<file path="src/rtl/rx_admit_pkg.sv">
package rx_admit_pkg;

  typedef enum logic [2:0] {
    V_NONE    = 3'd0,
    V_ACCEPT  = 3'd1,
    V_DUP     = 3'd2,
    V_REFUSE  = 3'd3,
    V_OVERRUN = 3'd4
  } verdict_t;

  function automatic logic kind_is_ack(input logic [1:0] k);
    return k[1];
  endfunction

  function automatic logic kind_is_addr(input logic [1:0] k);
    return k[0];
  endfunction

endpackage

</file>
<file path="src/rtl/rx_dest_match.sv">
module rx_dest_match #(
  parameter int SYS_W  = 16,
  parameter int NODE_W = 16
) (
  input  logic [SYS_W-1:0]  dst_sys,
  input  logic [NODE_W-1:0] dst_node,
  input  logic [SYS_W-1:0]  own_sys,
  input  logic [NODE_W-1:0] own_node,
  input  logic [NODE_W-1:0] group_node,
  output logic              hit
);
  logic sys_own, sys_zero, node_zero;

  always_comb begin
    sys_own   = (dst_sys == own_sys);
    sys_zero  = (dst_sys == '0);
    node_zero = (dst_node == '0);
    hit = (sys_own && (dst_node == own_node))
        || (sys_own && node_zero)
        || (sys_own && (dst_node == group_node))
        || (sys_zero && node_zero);
  end
endmodule

</file>
<file path="src/rtl/rx_assoc_timer.sv">
module rx_assoc_timer #(
  parameter int TICK_CYCLES = 50000,
  parameter int HOLD_TICKS  = 937,
  localparam int PW = (TICK_CYCLES > 1) ? $clog2(TICK_CYCLES) : 1,
  localparam int TW = $clog2(HOLD_TICKS + 1)
) (
  input  logic          clk,
  input  logic          rst_n,
  input  logic          load,
  output logic [TW-1:0] ticks,
  output logic          expired
);
  logic [PW-1:0] presc;
  logic          tick_end;

  assign tick_end = (presc == PW'(TICK_CYCLES - 1));
  assign expired  = (ticks == '0);

  always_ff @(posedge clk) begin
    if (!rst_n) begin
      ticks <= '0;
      presc <= '0;
    end else if (load) begin
      ticks <= TW'(HOLD_TICKS);
      presc <= '0;
    end else if (!expired) begin
      if (tick_end) begin
        presc <= '0;
        ticks <= ticks - 1'b1;
      end else begin
        presc <= presc + 1'b1;
      end
    end else begin
      presc <= '0;
    end
  end
endmodule

</file>
<file path="src/rtl/rx_admit_decide.sv">
module rx_admit_decide
  import rx_admit_pkg::*;
(
  input  logic       valid,
  input  logic [1:0] kind,
  input  logic       hit,
  input  logic       pending,
  input  logic       expired,
  input  logic       same_pair,
  input  logic       seq_eq,
  output verdict_t   verdict
);
  always_comb begin
    verdict = V_NONE;
    if (valid && hit) begin
      if (pending)
        verdict = kind_is_ack(kind) ? V_REFUSE : V_OVERRUN;
      else if (expired)
        verdict = V_ACCEPT;
      else if (kind_is_addr(kind) && same_pair)
        verdict = seq_eq ? V_DUP : V_ACCEPT;
      else
        verdict = kind_is_ack(kind) ? V_REFUSE : V_OVERRUN;
    end
  end
endmodule

</file>
<file path="src/rtl/rx_admit.sv">
module rx_admit
  import rx_admit_pkg::*;
#(
  parameter int SYS_W       = 16,
  parameter int NODE_W      = 16,
  parameter int SEQ_W       = 2,
  parameter int TICK_CYCLES = 50000,
  parameter int HOLD_TICKS  = 937
) (
  input  logic              clk,
  input  logic              rst_n,
  input  logic              hdr_valid,
  input  logic [1:0]        hdr_kind,
  input  logic [SYS_W-1:0]  hdr_src_sys,
  input  logic [NODE_W-1:0] hdr_src_node,
  input  logic [SYS_W-1:0]  hdr_dst_sys,
  input  logic [NODE_W-1:0] hdr_dst_node,
  input  logic [SEQ_W-1:0]  hdr_seq,
  input  logic [SYS_W-1:0]  cfg_own_sys,
  input  logic [NODE_W-1:0] cfg_own_node,
  input  logic [NODE_W-1:0] cfg_group_node,
  input  logic              host_read,
  output logic              res_valid,
  output logic              res_accept,
  output logic              res_dup,
  output logic              res_refuse,
  output logic              res_overrun,
  output logic              ack_req,
  output logic              busy_req,
  output logic              rc_attn,
  output logic              rc_except,
  output logic              rc_refused,
  output logic              rc_overrun
);
  localparam int TW = $clog2(HOLD_TICKS + 1);

  logic [SYS_W-1:0]  a_src_sys, a_dst_sys;
  logic [NODE_W-1:0] a_src_node, a_dst_node;
  logic [SEQ_W-1:0]  a_seq;
  logic              a_valid;

  logic              dst_hit, same_pair, seq_eq, addr_changed;
  logic              tmr_expired, tmr_load;
  logic [TW-1:0]     tmr_ticks;
  verdict_t          verdict;
  logic              evt_accept, evt_dup, evt_refuse, evt_overrun;

  rx_dest_match #(.SYS_W(SYS_W), .NODE_W(NODE_W)) u_match (
    .dst_sys(hdr_dst_sys), .dst_node(hdr_dst_node),
    .own_sys(cfg_own_sys), .own_node(cfg_own_node),
    .group_node(cfg_group_node), .hit(dst_hit)
  );

  assign same_pair = a_valid
                  && (hdr_src_sys == a_src_sys) && (hdr_src_node == a_src_node)
                  && (hdr_dst_sys == a_dst_sys) && (hdr_dst_node == a_dst_node);
  assign seq_eq       = (hdr_seq == a_seq);
  assign addr_changed = a_valid && !same_pair;

  rx_admit_decide u_decide (
    .valid(hdr_valid), .kind(hdr_kind), .hit(dst_hit), .pending(rc_attn),
    .expired(tmr_expired), .same_pair(same_pair), .seq_eq(seq_eq),
    .verdict(verdict)
  );

  assign evt_accept  = (verdict == V_ACCEPT);
  assign evt_dup     = (verdict == V_DUP);
  assign evt_refuse  = (verdict == V_REFUSE);
  assign evt_overrun = (verdict == V_OVERRUN);
  assign tmr_load    = evt_accept && kind_is_addr(hdr_kind);

  rx_assoc_timer #(.TICK_CYCLES(TICK_CYCLES), .HOLD_TICKS(HOLD_TICKS)) u_timer (
    .clk(clk), .rst_n(rst_n), .load(tmr_load),
    .ticks(tmr_ticks), .expired(tmr_expired)
  );

  always_ff @(posedge clk) begin
    if (!rst_n) begin
      res_valid   <= 1'b0;
      res_accept  <= 1'b0;
      res_dup     <= 1'b0;
      res_refuse  <= 1'b0;
      res_overrun <= 1'b0;
      ack_req     <= 1'b0;
      busy_req    <= 1'b0;
    end else begin
      res_valid   <= hdr_valid;
      res_accept  <= evt_accept;
      res_dup     <= evt_dup;
      res_refuse  <= evt_refuse;
      res_overrun <= evt_overrun;
      ack_req     <= kind_is_ack(hdr_kind) && (evt_accept || evt_dup);
      busy_req    <= kind_is_ack(hdr_kind) && evt_refuse;
    end
  end

  always_ff @(posedge clk) begin
    if (!rst_n) begin
      rc_attn    <= 1'b0;
      rc_except  <= 1'b0;
      rc_refused <= 1'b0;
      rc_overrun <= 1'b0;
    end else begin
      if (evt_accept)     rc_attn <= 1'b1;
      else if (host_read) rc_attn <= 1'b0;
      if (evt_refuse || evt_overrun || (evt_accept && addr_changed)) rc_except <= 1'b1;
      else if (host_read) rc_except <= 1'b0;
      if (evt_refuse)     rc_refused <= 1'b1;
      else if (host_read) rc_refused <= 1'b0;
      if (evt_overrun)    rc_overrun <= 1'b1;
      else if (host_read) rc_overrun <= 1'b0;
    end
  end

  always_ff @(posedge clk) begin
    if (!rst_n) begin
      a_valid    <= 1'b0;
      a_src_sys  <= '0;
      a_src_node <= '0;
      a_dst_sys  <= '0;
      a_dst_node <= '0;
      a_seq      <= '0;
    end else if (evt_accept) begin
      a_valid    <= 1'b1;
      a_src_sys  <= hdr_src_sys;
      a_src_node <= hdr_src_node;
      a_dst_sys  <= hdr_dst_sys;
      a_dst_node <= hdr_dst_node;
      a_seq      <= hdr_seq;
    end
  end
endmodule

</file>
<file path="config.mk">
export PLATFORM = sky130hd
export DESIGN_NAME = rx_admit
export DESIGN_NICKNAME = d
export VERILOG_FILES = /design/src/rtl/rx_admit_pkg.sv /design/src/rtl/rx_dest_match.sv /design/src/rtl/rx_assoc_timer.sv /design/src/rtl/rx_admit_decide.sv /design/src/rtl/rx_admit.sv
export SDC_FILE = /design/constraint.sdc
export NUM_CORES = 1
export LEC_CHECK = 0
export BUFFER_PORTS_ARGS = -buffer_cell sky130_fd_sc_hd__buf_2
export CORE_ASPECT_RATIO = 0.6
export CORE_MARGIN = 4
export CORE_UTILIZATION = 50
export CTS_BUF_LIST = sky130_fd_sc_hd__clkbuf_16
export DETAILED_ROUTE_END_ITERATION = 6
export PLACE_DENSITY = 0.75
export SYNTH_ARGS = -nofsm -noshare
export SYNTH_HDL_FRONTEND = slang
export SYNTH_SLANG_ARGS = --single-unit
</file>
<file path="constraint.sdc">
create_clock -name clk -period 4.6 [get_ports clk]
set_clock_uncertainty 0.2 [all_clocks]
set_input_delay 0.92 -clock clk [delete_from_list [all_inputs] [get_ports clk]]
set_output_delay 0.92 -clock clk [all_outputs]
set_load 0.02 [all_outputs]
</file>
=== Word level (Yosys, flattened, before mapping) ===
Index checks and enable logic that the tools add are counted.

* Flip-flop bits (word level): 104
* Input bits: 120
* Output and inout bits: 11
* Logic and storage cells: 86

* Add/subtract/negate cells: 2
* Eq/ne operators: 14
* Multiplexer cells: 14
* Bitwise operators: 2
* Reduce and logical (&&, ||, !) cells: 34

{| class="wikitable"
|+ Operator list
! kind !! number
|-
| $eq A16 B16 Y1 || 7
|-
| $logic_not A16 Y1 || 2
|-
| $mux W10 || 3
|-
| $add A16 B1 Y16 const B || 1
|-
| $eq A16 B16 Y1 const B || 1
|-
| $logic_and A1 B1 Y1 || 15
|-
| $mux W3 || 5
|-
| $logic_not A10 Y1 || 1
|-
| $reduce_bool A2 Y1 || 5
|-
| $sub A10 B1 Y10 const B || 1
|-
| $eq A3 B2 Y1 const B || 2
|-
| $logic_or A1 B1 Y1 || 6
|-
| $mux W1 || 5
|-
| $reduce_and A2 Y1 || 2
|-
| $reduce_or A4 Y1 || 1
|-
| $eq A3 B1 Y1 const B || 1
|-
| $eq A3 B3 Y1 const B || 1
|-
| $eq A2 B2 Y1 || 1
|-
| $mux W2 || 1
|-
| $ne A2 B1 Y1 const B || 1
|-
| $not A1 Y1 || 2
|-
| $reduce_or A2 Y1 || 1
|-
| $logic_not A1 Y1 || 1
|}

=== Longest topological paths before layout ===
* Depth after elaboration: 14
* Gate-level depth with buffers: 10

=== Hierarchy ===
From an unflattened synthesis, not the netlist that was laid out.

* Cells, all modules: 693
* Area, all modules: 5771.8 um2

{| class="wikitable"
|+ By module, submodules not included
! module !! instances !! cells each !! area an instance (um2)
|-
| rx_admit || 1 || 459 || 3798.6
|-
| rx_assoc_timer || 1 || 150 || 1303.8
|-
| rx_dest_match || 1 || 75 || 616.8
|-
| rx_admit_decide || 1 || 9 || 52.6
|}

=== Least setup slack after synthesis ===
No wires, ideal clock.

* Path kind: input to register
* Start point: input hdr_dst_node[7]
* End point: register a_dst_sys[10]
* Arrival time: 2556 ps
* Slack: 1712 ps
* Stages on the path: 10
* Path buffers: 3
* Cells stage by stage: clkbuf_1 > xnor2_1 > nand4_1 > nor4_1 > o21a_1 > o211ai_2 > buf_4 > clkbuf_1 > o21ai_0 > a21oi_1

* Cells in the longest elaborated chain, start to end: 8

{| class="wikitable"
|+ Ends and longest elaborated chain
! item !! RTL line !! source
|-
| from (decl) || rx_admit.sv:17 || <nowiki>input logic [NODE_W-1:0] hdr_dst_node,</nowiki>
|-
| $eq A16 B16 Y1 (tied with other cells) || rx_admit.sv:56 || <nowiki>&& (hdr_dst_sys == a_dst_sys) && (hdr_dst_node == a_dst_node);</nowiki>
|-
| $logic_and A1 B1 Y1, on equally long branches || rx_admit.sv:56, rx_dest_match.sv:18, rx_dest_match.sv:19 ||
|-
| $logic_and A1 B1 Y1 / $logic_or A1 B1 Y1 (equally long branches) || rx_admit_decide.sv:20, rx_dest_match.sv:19 ||
|-
| $mux W3 / $logic_or A1 B1 Y1 (equally long branches) || rx_admit_decide.sv:20, rx_dest_match.sv:20 ||
|-
| $mux W3 / $logic_or A1 B1 Y1 (equally long branches) || rx_admit_decide.sv:18, rx_dest_match.sv:21 ||
|-
| $mux W3 / $logic_and A1 B1 Y1 (equally long branches) || rx_admit_decide.sv:16, rx_admit_decide.sv:15 ||
|-
| $mux W3 * || rx_admit_decide.sv:15 || <nowiki>if (valid && hit) begin</nowiki>
|-
| $eq A3 B1 Y1 * || rx_admit.sv:66 || <nowiki>assign evt_accept = (verdict == V_ACCEPT);</nowiki>
|-
| to (signal assigned) || rx_admit.sv:127 || <nowiki>a_dst_sys <= hdr_dst_sys;</nowiki>
|-
| to (decl) || rx_admit.sv:37 || <nowiki>logic [SYS_W-1:0] a_src_sys, a_dst_sys;</nowiki>
|}

Every way passes the cells marked *; elsewhere a longest branch is shown, timed or not.
A chain may end at the register's enable or synchronous reset.

=== Worst setup path in the final report ===
* Start point: input hdr_src_node[4]
* End point: register u_timer.presc[0]

* Cells in the longest elaborated chain, start to end: 12

{| class="wikitable"
|+ Ends and longest elaborated chain
! item !! RTL line !! source
|-
| from (decl) || rx_admit.sv:15 || <nowiki>input logic [NODE_W-1:0] hdr_src_node,</nowiki>
|-
| $eq A16 B16 Y1 || rx_admit.sv:55 || <nowiki>&& (hdr_src_sys == a_src_sys) && (hdr_src_node == a_src_node)</nowiki>
|-
| $logic_and A1 B1 Y1 || rx_admit.sv:55 ||
|-
| $logic_and A1 B1 Y1 (2 in series) || rx_admit.sv:56 ||
|-
| $logic_and A1 B1 Y1 || rx_admit_decide.sv:20 || <nowiki>else if (kind_is_addr(kind) && same_pair)</nowiki>
|-
| $mux W3 || rx_admit_decide.sv:20 ||
|-
| $mux W3 || rx_admit_decide.sv:18 || <nowiki>else if (expired)</nowiki>
|-
| $mux W3 || rx_admit_decide.sv:16 || <nowiki>if (pending)</nowiki>
|-
| $mux W3 || rx_admit_decide.sv:15 ||
|-
| $eq A3 B1 Y1 || rx_admit.sv:66 ||
|-
| $logic_and A1 B1 Y1 || rx_admit.sv:70 || <nowiki>assign tmr_load = evt_accept && kind_is_addr(hdr_kind);</nowiki>
|-
| $reduce_or A4 Y1 (no line) || n/a ||
|-
| to (signal assigned) || rx_assoc_timer.sv:31 || <nowiki>presc <= presc + 1'b1;</nowiki>
|-
| to (decl) || rx_assoc_timer.sv:13 || <nowiki>logic [PW-1:0] presc;</nowiki>
|}

No other way between the ends.

==> summary.txt <==
Headroom to the max-slew limit: 39.9%
Initial core utilization: 51.4%
Netlist area before placement: 5840 sq um
RSZ-0062 raised after global routing: false
Sum of negative setup slack: 0 ns
Final period demand of the worst path: 3.63 ns
Highest-delay cell along the critical path: sky130_fd_sc_hd__nand3_1
Placeable core area: 11400 sq um
Cell accounting for the most synthesized area: sky130_fd_sc_hd__dfxtp_1
Clock network latency to the later pin of the worst-skew pair: 0.36 ns
Type of origin of the critical path: primary input
Register share of total power: 48.0%
Share of total power in the clock network: 41.1%
Standby leakage power: 2.42 nW
Number of buffers inserted by port buffering: 130
Full die area: 13500 sq um
Actual transition at the worst max-transition pin: 0.901 ns
TritonCTS clock tree: yes
Global-route wire length before repair: 27600 um
Final routed DRC violation total: 0
Routed wl met2: 7600 um
Chain of cells forming the critical path: buf_2 -> xnor2_1 -> nand4_1 -> nor3_1 -> and4_1 -> a31o_4 -> nand3_1 -> and4b_1
Number of global-route vias before repair: 5297
Number of cells upsized or downsized after cts: 0
Cell count along the critical path: 8
Signed area change from the synthesized netlist to the final layout: 16.0%
Run status: complete, no violations
Sinks on Clock Net: 104
DP HPWL: 13500 um
Fraction of power spent switching nets: 24.7%
CTS Root Cell: sky130_fd_sc_hd__clkbuf_16
Post-detailed-route wirelength per cell: 18.8 um
Post-detailed-routing wire length: 18000 um
H-tree levels: 3
Fraction of layout cells with a size suffix above 1: 20.9%
Vias post-DR: 5714
Number of synthesized register bits: 104
Warnings, synthesis: 0
Reg2Reg Depth: 7
CP max FO: 31
Post-synth top flop: sky130_fd_sc_hd__dfxtp_1
Maximum number of pins on one net before global-route repair: 55
RD Place Congestion: 0.919
Boundary pin count: 131
Comb power frac: 11.0%
Number of failing hold endpoints at the final stage: 0
Sw power: 0.464 mW
Number of buffers added by the clock tree synthesis step: 9
Share of the cycle needed by the critical path after routing: 78.9%
Hold-fix buffer count after cts: 0
Total congestion overflow: 0
Worst hold-check path type: flip-flop to flip-flop
Cell family with most CP delay: simple AND/OR/NAND/NOR gates
Largest vdd supply drop: 0.196 mV
Category of the critical setup timing path: primary input to flip-flop
CTS clk-pin slew, worst paths: 0.07 ns
Height of the chip: 91.7 um
CP endpoint kind: flip-flop
Count of nets after finishing: 914
PD cells: 277 nW/um^2
Pins Over Slew Limit: 0
Flop-to-flop setup slack: 1.29 ns
Worst hold slack across all endpoints: 0.252 ns
Clk buf depth: 2
WP data required: 4.64 ns
Highest metal layer used by the detailed router: met4
Die W: 148 um
Longest individual stage delay on the worst path: 0.58 ns
Number of library cell types mapped by synthesis: 55
Arrival time reported for the critical path endpoint: 3.67 ns
Syn avg cell area: 8.41 sq um
Area share of the largest cell type after synthesis: 35.6%
Routed via count divided by cell count: 5.98
Site row count: 30
Number of setup violations in the final report: 0
Number of buffer and inverter instances along the worst setup path: 1
Reported max-cap violation count: 0
Reg-to-reg critical path endpoint: u_timer.presc[0]
# Post-CTS Setup Buffers: 0
Origin of the critical flop-to-flop path: u_timer.ticks[0]
Int Pwr: 1.41 mW
Number of nets in the synthesized netlist: 817
Routed wl met3: 2260 um
Syn Inst Count: 695
Met1 routed wirelength after detailed routing: 7920 um
Post-synth ARST share: 0%
Endpoint of the most critical setup path: u_timer.presc[0]
Number of antenna cells inserted: 0
Critical Path Source: hdr_src_node[4]
Number of detailed-routing iterations run before antenna repair: 5
Top area cells in the synthesized netlist: sky130_fd_sc_hd__dfxtp_1 36%, sky130_fd_sc_hd__xnor2_1 16%, sky130_fd_sc_hd__nand3_1 6.4%, sky130_fd_sc_hd__a21oi_1 6.3%, sky130_fd_sc_hd__o21ai_0 4.6%
Maximum clock frequency: 276 MHz
GRT Resource Usage Total: 25.5%
Register area share after synthesis: 35.6%
Remaining number of nets flagged by the antenna check after routing: 0
Number of enable-type register cells in the synthesized netlist: 0
Initial DRC Count: 660
Number of antenna violations at the first check in global routing: 0
==> worst register-to-register path, stage by stage, from the launching register on <==
cell and delay, ns:
sky130_fd_sc_hd__dfxtp_1 0.36, sky130_fd_sc_hd__inv_1 0.07, sky130_fd_sc_hd__ha_1 0.19, sky130_fd_sc_hd__or3b_1 0.42, sky130_fd_sc_hd__nor4b_4 0.54, sky130_fd_sc_hd__a31o_4 0.40, sky130_fd_sc_hd__nand3_1 0.58, sky130_fd_sc_hd__and4b_1 0.44
==> logic make-up (layout without fill, tap and decap cells) <==
logic type | count (synthesis) | count (layout) | synth area share, %
compound gates | 160 | 160 | 15.5
fa+ha+maj | 2 | 2 | 0.428
flops | 104 | 104 | 35.6
xor+xnor | 122 | 122 | 18.3
mux | 1 | 1 | 0.171
buf+inv | 66 | 167 | 5.67
simple gates | 240 | 240 | 24.3
==> state kept, by name, indices dropped and copies added, names as in the netlist <==
name           flops
u_timer.presc     16
rc_refused         1
rc_overrun         1
u_timer.ticks     10
res_refuse         1
a_seq              2
busy_req           1
ack_req            1
res_accept         1
res_dup            1
res_valid          1
a_src_node        16
a_dst_node        16
rc_except          1
a_valid            1
a_dst_sys         16
a_src_sys         16
rc_attn            1
res_overrun        1
==> metal layers <==
metal  up-vias  global-route usage [%]
li1       2677                       -
met1      2690                    36.9
met2       322                    36.6
met3        25                    9.68
met4         0                    3.72
met5         -                       0
==> worst min-delay path by stage <==
stage	from	to	slack, ns	cells after the start
2_1_floorplan	a_dst_sys[5]	a_dst_sys[5]	0.25	2
3_3_place_gp	rc_refused	rc_refused	0.24	2
3_5_place_dp	rc_refused	rc_refused	0.24	2
4_1_cts	rc_refused	rc_refused	0.25	2
5_1_grt	rc_refused	rc_refused	0.30	2
6_report	rc_refused	rc_refused	0.25	2
==> power by group through the flow <==
stage / registers (mW) / clock network (mW) / logic (mW)
2_1_floorplan: 0.922 / 0 / 0.0977
3_3_place_gp: 0.921 / 0 / 0.198
3_5_place_dp: 0.921 / 0 / 0.202
4_1_cts: 0.900 / 0.778 / 0.203
5_1_grt: 0.900 / 0.818 / 0.220
6_report: 0.900 / 0.771 / 0.206
==> cells in the mapped netlist (12+ instances only) <==
cell	instances
sky130_fd_sc_hd__and3_1	19
sky130_fd_sc_hd__buf_2	14
sky130_fd_sc_hd__dfxtp_1	104
sky130_fd_sc_hd__nand2_1	18
sky130_fd_sc_hd__nand3_1	75
sky130_fd_sc_hd__nand2b_1	16
sky130_fd_sc_hd__nor2_1	14
sky130_fd_sc_hd__nand4_1	43
sky130_fd_sc_hd__xnor2_1	109
sky130_fd_sc_hd__inv_1	14
sky130_fd_sc_hd__o21ai_1	12
sky130_fd_sc_hd__clkbuf_1	23
sky130_fd_sc_hd__o21ai_0	54
sky130_fd_sc_hd__a21oi_1	73
sky130_fd_sc_hd__nor4_1	17
sky130_fd_sc_hd__xor2_1	13
==> placed cells by master (no fill, tap or decap), drive strengths merged, types with 2 or more instances in the layout <==
cell,synthesis,final
nand2b,16,16
nor4,19,19
clkinvlp,0,3
and4b,2,2
clkbuf,25,9
o2111a,2,2
and4,6,6
ha,2,2
dfxtp,104,104
a221oi,2,2
nor4b,6,6
xor2,13,13
nand4,43,43
nand3,75,75
o21ai,66,66
o211ai,3,3
a21oi,73,73
buf,25,136
a2bb2oi,2,2
and3,19,19
o21a,3,3
o211a,2,2
a31oi,2,2
or3,2,2
nor3,11,11
and2,2,2
nand2,18,18
inv,15,17
nor2b,2,2
xnor2,109,109
nor2,15,15
==> stage by stage <==
stage / power, mW / worst slack (ns) / util [%] / instances / instance area, sq um
final: 1.88 / 0.972 / 59.6 / 956 / 6780
after global routing: 1.94 / 0.737 / 59.6 / 956 / 6780
after CTS: 1.88 / 1.09 / 59.6 / 956 / 6780
after detailed placement: 1.12 / 0.716 / 57.0 / 941 / 6490
after global placement: 1.12 / 0.782 / 57.0 / 941 / 6490
after floorplan: 1.02 / 1.71 / - / 695 / 5840
==> area by class of cell <==
class                      count  area, sq um
timing repair buffer         136          696
sequential                   104         2080
inverter                      16         60.1
clock buffer                   9          225
fill                        1009         4590
tap                          160          200
clock inverter                 6         70.1
multi-input combinational    525         3450
(Power assumes the default switching activity.)
